`src/rtl/dbg_match_pkg.sv`:
```
package dbg_match_pkg;

  // Bit positions inside one comparator's configuration slice
  localparam int F_EN    = 0;
  localparam int F_FETCH = 1;
  localparam int F_ANY   = 2;
  localparam int F_WR    = 3;
  localparam int F_ADDR  = 4;

  function automatic int cfg_width(input int aw, input int dw);
    return 4 + 2 * aw + 2 * dw;
  endfunction

  typedef enum logic [1:0] {
    HS_RUN   = 2'd0,
    HS_REQ   = 2'd1,
    HS_DEBUG = 2'd2
  } halt_state_e;

endpackage

```
`src/rtl/dbg_scan_cfg.sv`:
```
module dbg_scan_cfg #(
  parameter int TOT_W = 136
) (
  input  logic             clk,
  input  logic             rst_n,
  input  logic             scan_shift,
  input  logic             scan_in,
  input  logic             scan_update,
  output logic             scan_out,
  output logic [TOT_W-1:0] cfg_q
);

  logic [TOT_W-1:0] chain_q, chain_d;
  logic [TOT_W-1:0] cfg_d;

  // Next-state: chain moves toward bit 0, new bit enters at the top
  always_comb begin
    chain_d = {scan_in, chain_q[TOT_W-1:1]};
    cfg_d   = chain_q;
  end

  always_ff @(posedge clk or negedge rst_n) begin
    if (!rst_n) begin
      chain_q <= '0;
    end else if (scan_shift) begin
      chain_q <= chain_d;
    end
  end

  // Active settings: only an update strobe copies the chain
  always_ff @(posedge clk or negedge rst_n) begin
    if (!rst_n) begin
      cfg_q <= '0;
    end else if (scan_update) begin
      cfg_q <= cfg_d;
    end
  end

  assign scan_out = chain_q[0];

endmodule

```
`src/rtl/dbg_cmp_unit.sv`:
```
module dbg_cmp_unit
  import dbg_match_pkg::*;
#(
  parameter int ADDR_W = 16,
  parameter int DATA_W = 16,
  localparam int CFG_W = 4 + 2 * ADDR_W + 2 * DATA_W
) (
  input  logic [CFG_W-1:0]  cfg,
  input  logic              bus_valid,
  input  logic              bus_fetch,
  input  logic              bus_write,
  input  logic [ADDR_W-1:0] bus_addr,
  input  logic [DATA_W-1:0] bus_data,
  output logic              hit
);

  localparam int F_AMSK = F_ADDR + ADDR_W;
  localparam int F_DVAL = F_AMSK + ADDR_W;
  localparam int F_DMSK = F_DVAL + DATA_W;

  logic              en, sel_fetch, any_dir, sel_write;
  logic [ADDR_W-1:0] a_val, a_msk;
  logic [DATA_W-1:0] d_val, d_msk;
  logic              addr_ok, data_ok, kind_ok, dir_ok;

  always_comb begin
    en        = cfg[F_EN];
    sel_fetch = cfg[F_FETCH];
    any_dir   = cfg[F_ANY];
    sel_write = cfg[F_WR];
    a_val     = cfg[F_ADDR +: ADDR_W];
    a_msk     = cfg[F_AMSK +: ADDR_W];
    d_val     = cfg[F_DVAL +: DATA_W];
    d_msk     = cfg[F_DMSK +: DATA_W];

    // A set mask bit removes that bit from the comparison
    addr_ok = (((bus_addr ^ a_val) & ~a_msk) == '0);
    data_ok = (((bus_data ^ d_val) & ~d_msk) == '0);
    kind_ok = (bus_fetch == sel_fetch);
    dir_ok  = any_dir || (bus_write == sel_write);

    hit = en && bus_valid && kind_ok && dir_ok && addr_ok && data_ok;
  end

endmodule

```
`src/rtl/dbg_halt_ctrl.sv`:
```
module dbg_halt_ctrl
  import dbg_match_pkg::*;
(
  input  logic clk,
  input  logic rst_n,
  input  logic hit_any,
  input  logic core_in_debug,
  input  logic restart,
  output logic halt_req,
  output logic debug_active,
  output logic resume_pulse
);

  halt_state_e st_q, st_d;
  logic        st_en;
  logic        resume_q, resume_d;

  always_comb begin
    st_d     = st_q;
    resume_d = 1'b0;
    unique case (st_q)
      HS_RUN: begin
        if (hit_any) st_d = HS_REQ;
      end
      HS_REQ: begin
        if (restart)            st_d = HS_RUN;
        else if (core_in_debug) st_d = HS_DEBUG;
      end
      HS_DEBUG: begin
        if (restart) begin
          st_d     = HS_RUN;
          resume_d = 1'b1;
        end
      end
      default: st_d = HS_RUN;
    endcase
    st_en = (st_d != st_q);
  end

  always_ff @(posedge clk or negedge rst_n) begin
    if (!rst_n) begin
      st_q <= HS_RUN;
    end else if (st_en) begin
      st_q <= st_d;
    end
  end

  always_ff @(posedge clk or negedge rst_n) begin
    if (!rst_n) begin
      resume_q <= 1'b0;
    end else begin
      resume_q <= resume_d;
    end
  end

  assign halt_req     = (st_q != HS_RUN);
  assign debug_active = (st_q == HS_DEBUG);
  assign resume_pulse = resume_q;

endmodule

```
`src/rtl/dbg_match_top.sv`:
```
module dbg_match_top
  import dbg_match_pkg::*;
#(
  parameter int ADDR_W  = 16,
  parameter int DATA_W  = 16,
  parameter int NUM_CMP = 2
) (
  input  logic              clk,
  input  logic              rst_n,
  input  logic              scan_shift,
  input  logic              scan_in,
  input  logic              scan_update,
  output logic              scan_out,
  input  logic              bus_valid,
  input  logic              bus_fetch,
  input  logic              bus_write,
  input  logic [ADDR_W-1:0] bus_addr,
  input  logic [DATA_W-1:0] bus_data,
  output logic              halt_req,
  input  logic              core_in_debug,
  input  logic              restart,
  output logic              debug_active,
  output logic              resume_pulse
);

  localparam int CFG_W = 4 + 2 * ADDR_W + 2 * DATA_W;
  localparam int TOT_W = NUM_CMP * CFG_W;

  logic [TOT_W-1:0]   cfg_q;
  logic [NUM_CMP-1:0] hits;
  logic [NUM_CMP-1:0] en_vec;
  logic               hit_any;

  dbg_scan_cfg #(.TOT_W(TOT_W)) u_scan (
    .clk         (clk),
    .rst_n       (rst_n),
    .scan_shift  (scan_shift),
    .scan_in     (scan_in),
    .scan_update (scan_update),
    .scan_out    (scan_out),
    .cfg_q       (cfg_q)
  );

  for (genvar k = 0; k < NUM_CMP; k++) begin : g_cmp
    dbg_cmp_unit #(.ADDR_W(ADDR_W), .DATA_W(DATA_W)) u_cmp (
      .cfg       (cfg_q[k*CFG_W +: CFG_W]),
      .bus_valid (bus_valid),
      .bus_fetch (bus_fetch),
      .bus_write (bus_write),
      .bus_addr  (bus_addr),
      .bus_data  (bus_data),
      .hit       (hits[k])
    );
    assign en_vec[k] = cfg_q[k*CFG_W + F_EN];
  end

  assign hit_any = |hits;

  dbg_halt_ctrl u_halt (
    .clk           (clk),
    .rst_n         (rst_n),
    .hit_any       (hit_any),
    .core_in_debug (core_in_debug),
    .restart       (restart),
    .halt_req      (halt_req),
    .debug_active  (debug_active),
    .resume_pulse  (resume_pulse)
  );

endmodule

```
`config.mk`:
```
export PLATFORM = sky130hd
export DESIGN_NAME = dbg_match_top
export DESIGN_NICKNAME = d
export VERILOG_FILES = /design/src/rtl/dbg_match_pkg.sv /design/src/rtl/dbg_scan_cfg.sv /design/src/rtl/dbg_cmp_unit.sv /design/src/rtl/dbg_halt_ctrl.sv /design/src/rtl/dbg_match_top.sv
export SDC_FILE = /design/constraint.sdc
export NUM_CORES = 1
export LEC_CHECK = 0
export BUFFER_PORTS_ARGS = -buffer_cell sky130_fd_sc_hd__clkbuf_2
export CAP_MARGIN = 0
export CORE_ASPECT_RATIO = 1.5
export CORE_MARGIN = 3
export CORE_UTILIZATION = 55
export DETAILED_ROUTE_END_ITERATION = 16
export HOLD_SLACK_MARGIN = 0.08
export PLACE_DENSITY = 0.73
export SYNTH_ARGS = -nofsm -noshare
export SYNTH_HDL_FRONTEND = slang
export SYNTH_SLANG_ARGS = --single-unit
```
`constraint.sdc`:
```
create_clock -name clk -period 1.57 [get_ports clk]
set_input_delay 0.0785 -clock clk [delete_from_list [all_inputs] [get_ports clk]]
set_output_delay 0.0785 -clock clk [all_outputs]
set_load 0.01 [all_outputs]
```
Word-level counts from Yosys, hierarchy flattened --
Index checks and enable logic that the tools add are counted. Widths: inputs -> output; s select.
Word-level totals: register bits 275, bits of input ports 42, word-level logic and storage cells 49
Cells by class: eq/ne operators 7, muxes and demuxes 7, bitwise logic cells 12, reduce and logical (&&, ||, !) cells 19
Operator list (count):
- $and 16x16->16 | 4
- $logic_not 16->1 | 4
- $not 16->16 | 4
- $xor 16x16->16 | 4
- $logic_and 1x1->1 | 10
- $mux 2 | 4
- $pmux 2 s3 | 1
- $eq 1x1->1 | 4
- $eq 2x1->1 const B | 1
- $eq 2x2->1 const B | 1
- $logic_not 2->1 | 1
- $logic_or 1x1->1 | 2
- $mux 1 | 2
- $ne 2x2->1 | 1
- $reduce_bool 2->1 | 1
- $reduce_or 2->1 | 1

Depth between registers and ports, before layout --
depth in word-level cells 9, gate-level depth with buffers 6

Modules after synthesis --
A second synthesis with hierarchy kept.
Unflattened totals: cell total of the unflattened synthesis 713, area total of the unflattened synthesis 11454.7 µm²
By module, submodules not included:
- dbg_scan_cfg | instances 1, cells each 574, area an instance 10395.0 µm²
- dbg_cmp_unit | instances 2, cells each 63, area an instance 461.7 µm²
- dbg_halt_ctrl | instances 1, cells each 12, area an instance 130.1 µm²
- dbg_match_top | instances 1, cells each 1, area an instance 6.3 µm²

Least setup slack after synthesis --
No wires, ideal clock.
kind flip-flop to flip-flop, start register u_scan.cfg_q[12], end register u_halt.st_q[0], setup time 69 ps, arrival 1451 ps, data required time 1501 ps, setup slack 50 ps, cell stages (with the launch flop) 7, clock period less this slack 1520 ps, cells stage by stage dfrtp_1 > xnor2_1 > o22ai_1 > or4_1 > nor3_1 > nand4_1 > nand3_1
On the way: longest elaborated chain between the ends 9
RTL lines:
- start: declaration | line dbg_scan_cfg.sv:10 | output logic [TOT_W-1:0] cfg_q
- start signal: assignment | line dbg_scan_cfg.sv:35 | cfg_q <= cfg_d;
- $xor 16x16->16 * | line dbg_cmp_unit.sv:37 | addr_ok = (((bus_addr ^ a_val) & ~a_msk) == '0);
- $and 16x16->16 * | line dbg_cmp_unit.sv:37
- $logic_not 16->1 * | line dbg_cmp_unit.sv:37
- $logic_and 1x1->1 * (2 in series) | line dbg_cmp_unit.sv:42 | hit = en && bus_valid && kind_ok && dir_ok && addr_ok && data_ok;
- $reduce_or 2->1 * | line dbg_match_top.sv:57 | assign hit_any = |hits;
- $mux 2 * | line dbg_halt_ctrl.sv:23 | if (hit_any) st_d = HS_REQ;
- $pmux 2 s3 * | line dbg_halt_ctrl.sv:21 | unique case (st_q)
- $ne 2x2->1 | line dbg_halt_ctrl.sv:37 | st_en = (st_d != st_q);
- end signal: assignment | line dbg_halt_ctrl.sv:44 | st_q <= st_d;
- end: declaration | line dbg_halt_ctrl.sv:14 | halt_state_e st_q, st_d;
Mark *: on every way between the ends. The rest lies on a longest branch, timed or not. A chain may end at the register's enable or synchronous reset.

Final worst setup path --
start register u_scan.cfg_q[43], end register u_halt.st_q[0]
On the way: longest elaborated chain between the ends 8
RTL lines:
- $xor 16x16->16 * | line dbg_cmp_unit.sv:38 | data_ok = (((bus_data ^ d_val) & ~d_msk) == '0);
- $and 16x16->16 * | line dbg_cmp_unit.sv:38
- $logic_not 16->1 * | line dbg_cmp_unit.sv:38
- $logic_and 1x1->1 * | line dbg_cmp_unit.sv:42
- $reduce_or 2->1 * | line dbg_match_top.sv:57
- $mux 2 * | line dbg_halt_ctrl.sv:23
- $pmux 2 s3 * | line dbg_halt_ctrl.sv:21
- $ne 2x2->1 | line dbg_halt_ctrl.sv:37
Marks and branches as above.

==> summary.txt <==
Place
  • Placer Congestion: about 0.83
  • HPWL Detailed: approximately 17000 um
  • Pre-CTS setup slack: -0.143 ns
  • IO Port Bufs: 45

Power and ir drop
  • Sw Pwr: 3900 uW
  • Pint: 12400 uW
  • Comb pwr share: 0.106
  • Sw Ratio: 0.239
  • Clk pwr share: 0.388
  • Peak VDD IR: 1110 uV
  • Leakage: a little over 0.006 uW
  • Sequential power share: 0.506
  • Cell Pwr Density: roughly 1300 mW/mm2
  • Power Total: 16300 uW

Clock network
  • Clk_lat worst skew: 0.52 ns
  • CTS tree: done
  • CTS Sinks: 275
  • Worst-path clk slew: 0.06 ns
  • CTS Buf Count: 26
  • Clock H-tree levels: 1
  • Clk root buf: clkbuf_16
  • Clk buf depth: 3

Yosys
  • Syn Nets: 746
  • Syn Area/Cell: roughly 16 um2
  • Synth Cell Area: ~0.011 mm2
  • YS warnings: 0
  • Register area share after synthesis: 0.625
  • Post-Syn Instances: roughly 700
  • Synthesized flop and latch total: between 200 and 300
  • Cell variety after synth: 20

STA
  • Final setup vio count: 1
  • Final Max Tran Viols: 0
  • Max-slew headroom: 0.725
  • Final WS setup: -0.0812 ns
  • Final period util: 1.05
  • RSZ-0062 raised after global routing: true
  • Final hold violations: 0
  • Final setup skew: about 0.0088 ns
  • Crit path time final: 1.65 ns
  • Worst-Margin Slew: slightly above 0.4 ns
  • F_max: 606 MHz

Floorplanning
  • Initial Util: 0.568
  • I/O pin total: 46
  • Die ar.: 0.0218 mm2
  • Die Width: 122 um
  • Num rows: 62
  • Die Y: about 180 um
  • Core box area: around 0.019 mm2

Job
  • Max-cap viol count: 0

GRT
  • First-pass GRT wire length: 37700 um
  • Vias in the first global route: 6661
  • Initial antenna violation count: 0
  • Grt ovf: 0
  • GRT Util Overall: 0.228
  • Largest net degree at the start of global routing: 73

Detailed routing
  • M1 WL: slightly below 10000 um
  • Final WL: 23800 um
  • Routed wl met2: roughly 12000 um
  • DR pass1 iterations: 4
  • Residual DRC count: 0
  • Wire length per cell: 22.5 um
  • Highest routed layer: met4
  • Post-route antenna net violation count: 0
  • Starting DRT DRC Count: between 200 and 300
  • Met3 routed WL: approximately 1000 um
  • DR vias/cell: around 5.7
  • Vias: 5962

Finish
  • Share of layout cells above drive strength 1: 0.491
  • # diodes: 0
  • Layout area overhead: 15.9%
  • Fin util: 0.658
  • Fin nets: 822

Outcome
  • Outcome: finished, violations left
  • Failing checks: negative setup slack

Setup path
  • Worst setup EP type: flip-flop
  • CP required: 2.03 ns
  • Critical setup path kind: flip-flop to flip-flop
  • Crit Path Max Fanout: 2
  • Startpoint Class: flip-flop
  • Critical Path AT: 2.11 ns

Worst hold path
  • Hold Crit Class: input port to asynchronous set/reset pin
-- critical path, cell delays in order, from the launching register on --
cell and delay [ns]:
dfrtp_1 0.41, xnor2_2 0.14, o22ai_1 0.09, or4_4 0.54
nor3_2 0.19, nand4_1 0.12, nand3_1 0.10
-- cells by family (layout without fill, tap and decap cells) --
| logic type | Yosys count | in the layout | synth area share |
|---|---|---|---|
| compound gates | 33 | 33 | 0.0186 |
| xor+xnor | 68 | 68 | 0.0541 |
| simple gates | 25 | 25 | 0.0131 |
| mux | 272 | 272 | 0.278 |
| buf+inv | 31 | 125 | 0.0117 |
| flops | 275 | 275 | 0.625 |
-- flip-flops by register name, indices dropped and copies added (netlist names) --
signal / flops
u_halt.st_q: 2
u_scan.cfg_q: 136
u_scan.cfg_d: 136
u_halt.resume_pulse: 1
-- placed cells by master (no fill, tap or decap) --
cell	n
dfrtp_1	275
mux2_2	272
xnor2_1	64
clkbuf_2	42
o22ai_1	32
clkbuf_16	27
buf_4	15
dlygate4sd3_1	9
buf_12	9
clkbuf_8	6
clkinv_2	6
nor2_1	5
nor4_1	5
xnor2_2	4
clkbuf_1	4
nand3_1	3
nor2b_1	2
or4_4	2
nand4_1	2
bufinv_16	2
buf_6	2
or2_1	1
and2_1	1
nand2_1	1
inv_1	1
nor4_2	1
nor3_4	1
nor3_2	1
a21oi_1	1
clkinvlp_4	1
buf_8	1
-- power groups by stage --
stage	Clock [uW]	Combinational (uW)	Sequential, uW
floorplan	0	1090	8140
global placement	0	1660	8350
detailed placement	0	1710	8390
CTS	6440	1740	8280
global route	6730	1870	8330
finish	6330	1730	8270
-- Yosys cell counts, drive strengths merged --
master / number / area share
o22ai: 32 / 0.018
nor2b: 2 / 0.0011
inv: 1 / 0.00034
nor4: 6 / 0.0040
dfrtp: 275 / 0.62
buf: 28 / 0.011
xnor2: 68 / 0.054
mux2: 272 / 0.28
clkbuf: 2 / 0.00068
a21oi: 1 / 0.00045
or4: 2 / 0.0014
and2: 1 / 0.00057
nand2: 1 / 0.00034
nor3: 2 / 0.00091
nor2: 5 / 0.0017
nand3: 3 / 0.0014
or2: 1 / 0.00057
nand4: 2 / 0.0011
-- cell type report --
class / count / area, um2
clock buffer: 37 / 773
clock inverter: 9 / 97.6
fill: 1370 / 6630
inverter: 1 / 3.75
multi-input combinational: 398 / 4060
sequential: 275 / 6880
tap: 256 / 320
timing repair buffer: 78 / 631
-- what timing repair did --
item	CTS	global route
gates resized for setup	2	7
pin swaps	2	5
hold endpoints to repair	298	0
setup buffers	1	1
hold buffers	9	0
setup endpoints to repair	1	1
-- path summary, 6_finish.rpt --
| kind | start | to | slack [ns] | cells after the start |
|---|---|---|---|---|
| setup / recovery | u_scan.cfg_q[43] | u_halt.st_q[0] | -0.08 | 6 |
| hold / removal | rst_n | u_scan.cfg_d[51] | 0.07 | 2 |
| setup reg to reg | u_scan.cfg_q[43] | u_halt.st_q[0] | -0.08 | 6 |
| hold reg to reg | u_scan.cfg_q[90] | u_scan.cfg_q[90] | 0.51 | 1 |
| max in group asynchronous | rst_n | u_scan.cfg_d[53] | 0.52 | 3 |
| min in group clk | scan_shift | u_scan.cfg_d[125] | 0.14 | 3 |
-- stage by stage --
stage	instance area [um2]	TNS, ns	hold WS [ns]	instances
finish	12800	-0.0812	0.0702	1054
CTS	12700	-0.0901	0.0679	1053
global route	12800	-0.185	0.0951	1054
floorplan	11000	0	-0.217	704
global placement	11700	-0.115	0.0140	998
detailed placement	11700	-0.143	0.0113	998
-- metal layers --
metal	vias to the layer above	track usage
met5	-	0
met4	0	0.0645
met3	36	0.0323
met2	112	0.396
met1	3147	0.301
li1	2667	-
(Power assumes the default switching activity.)
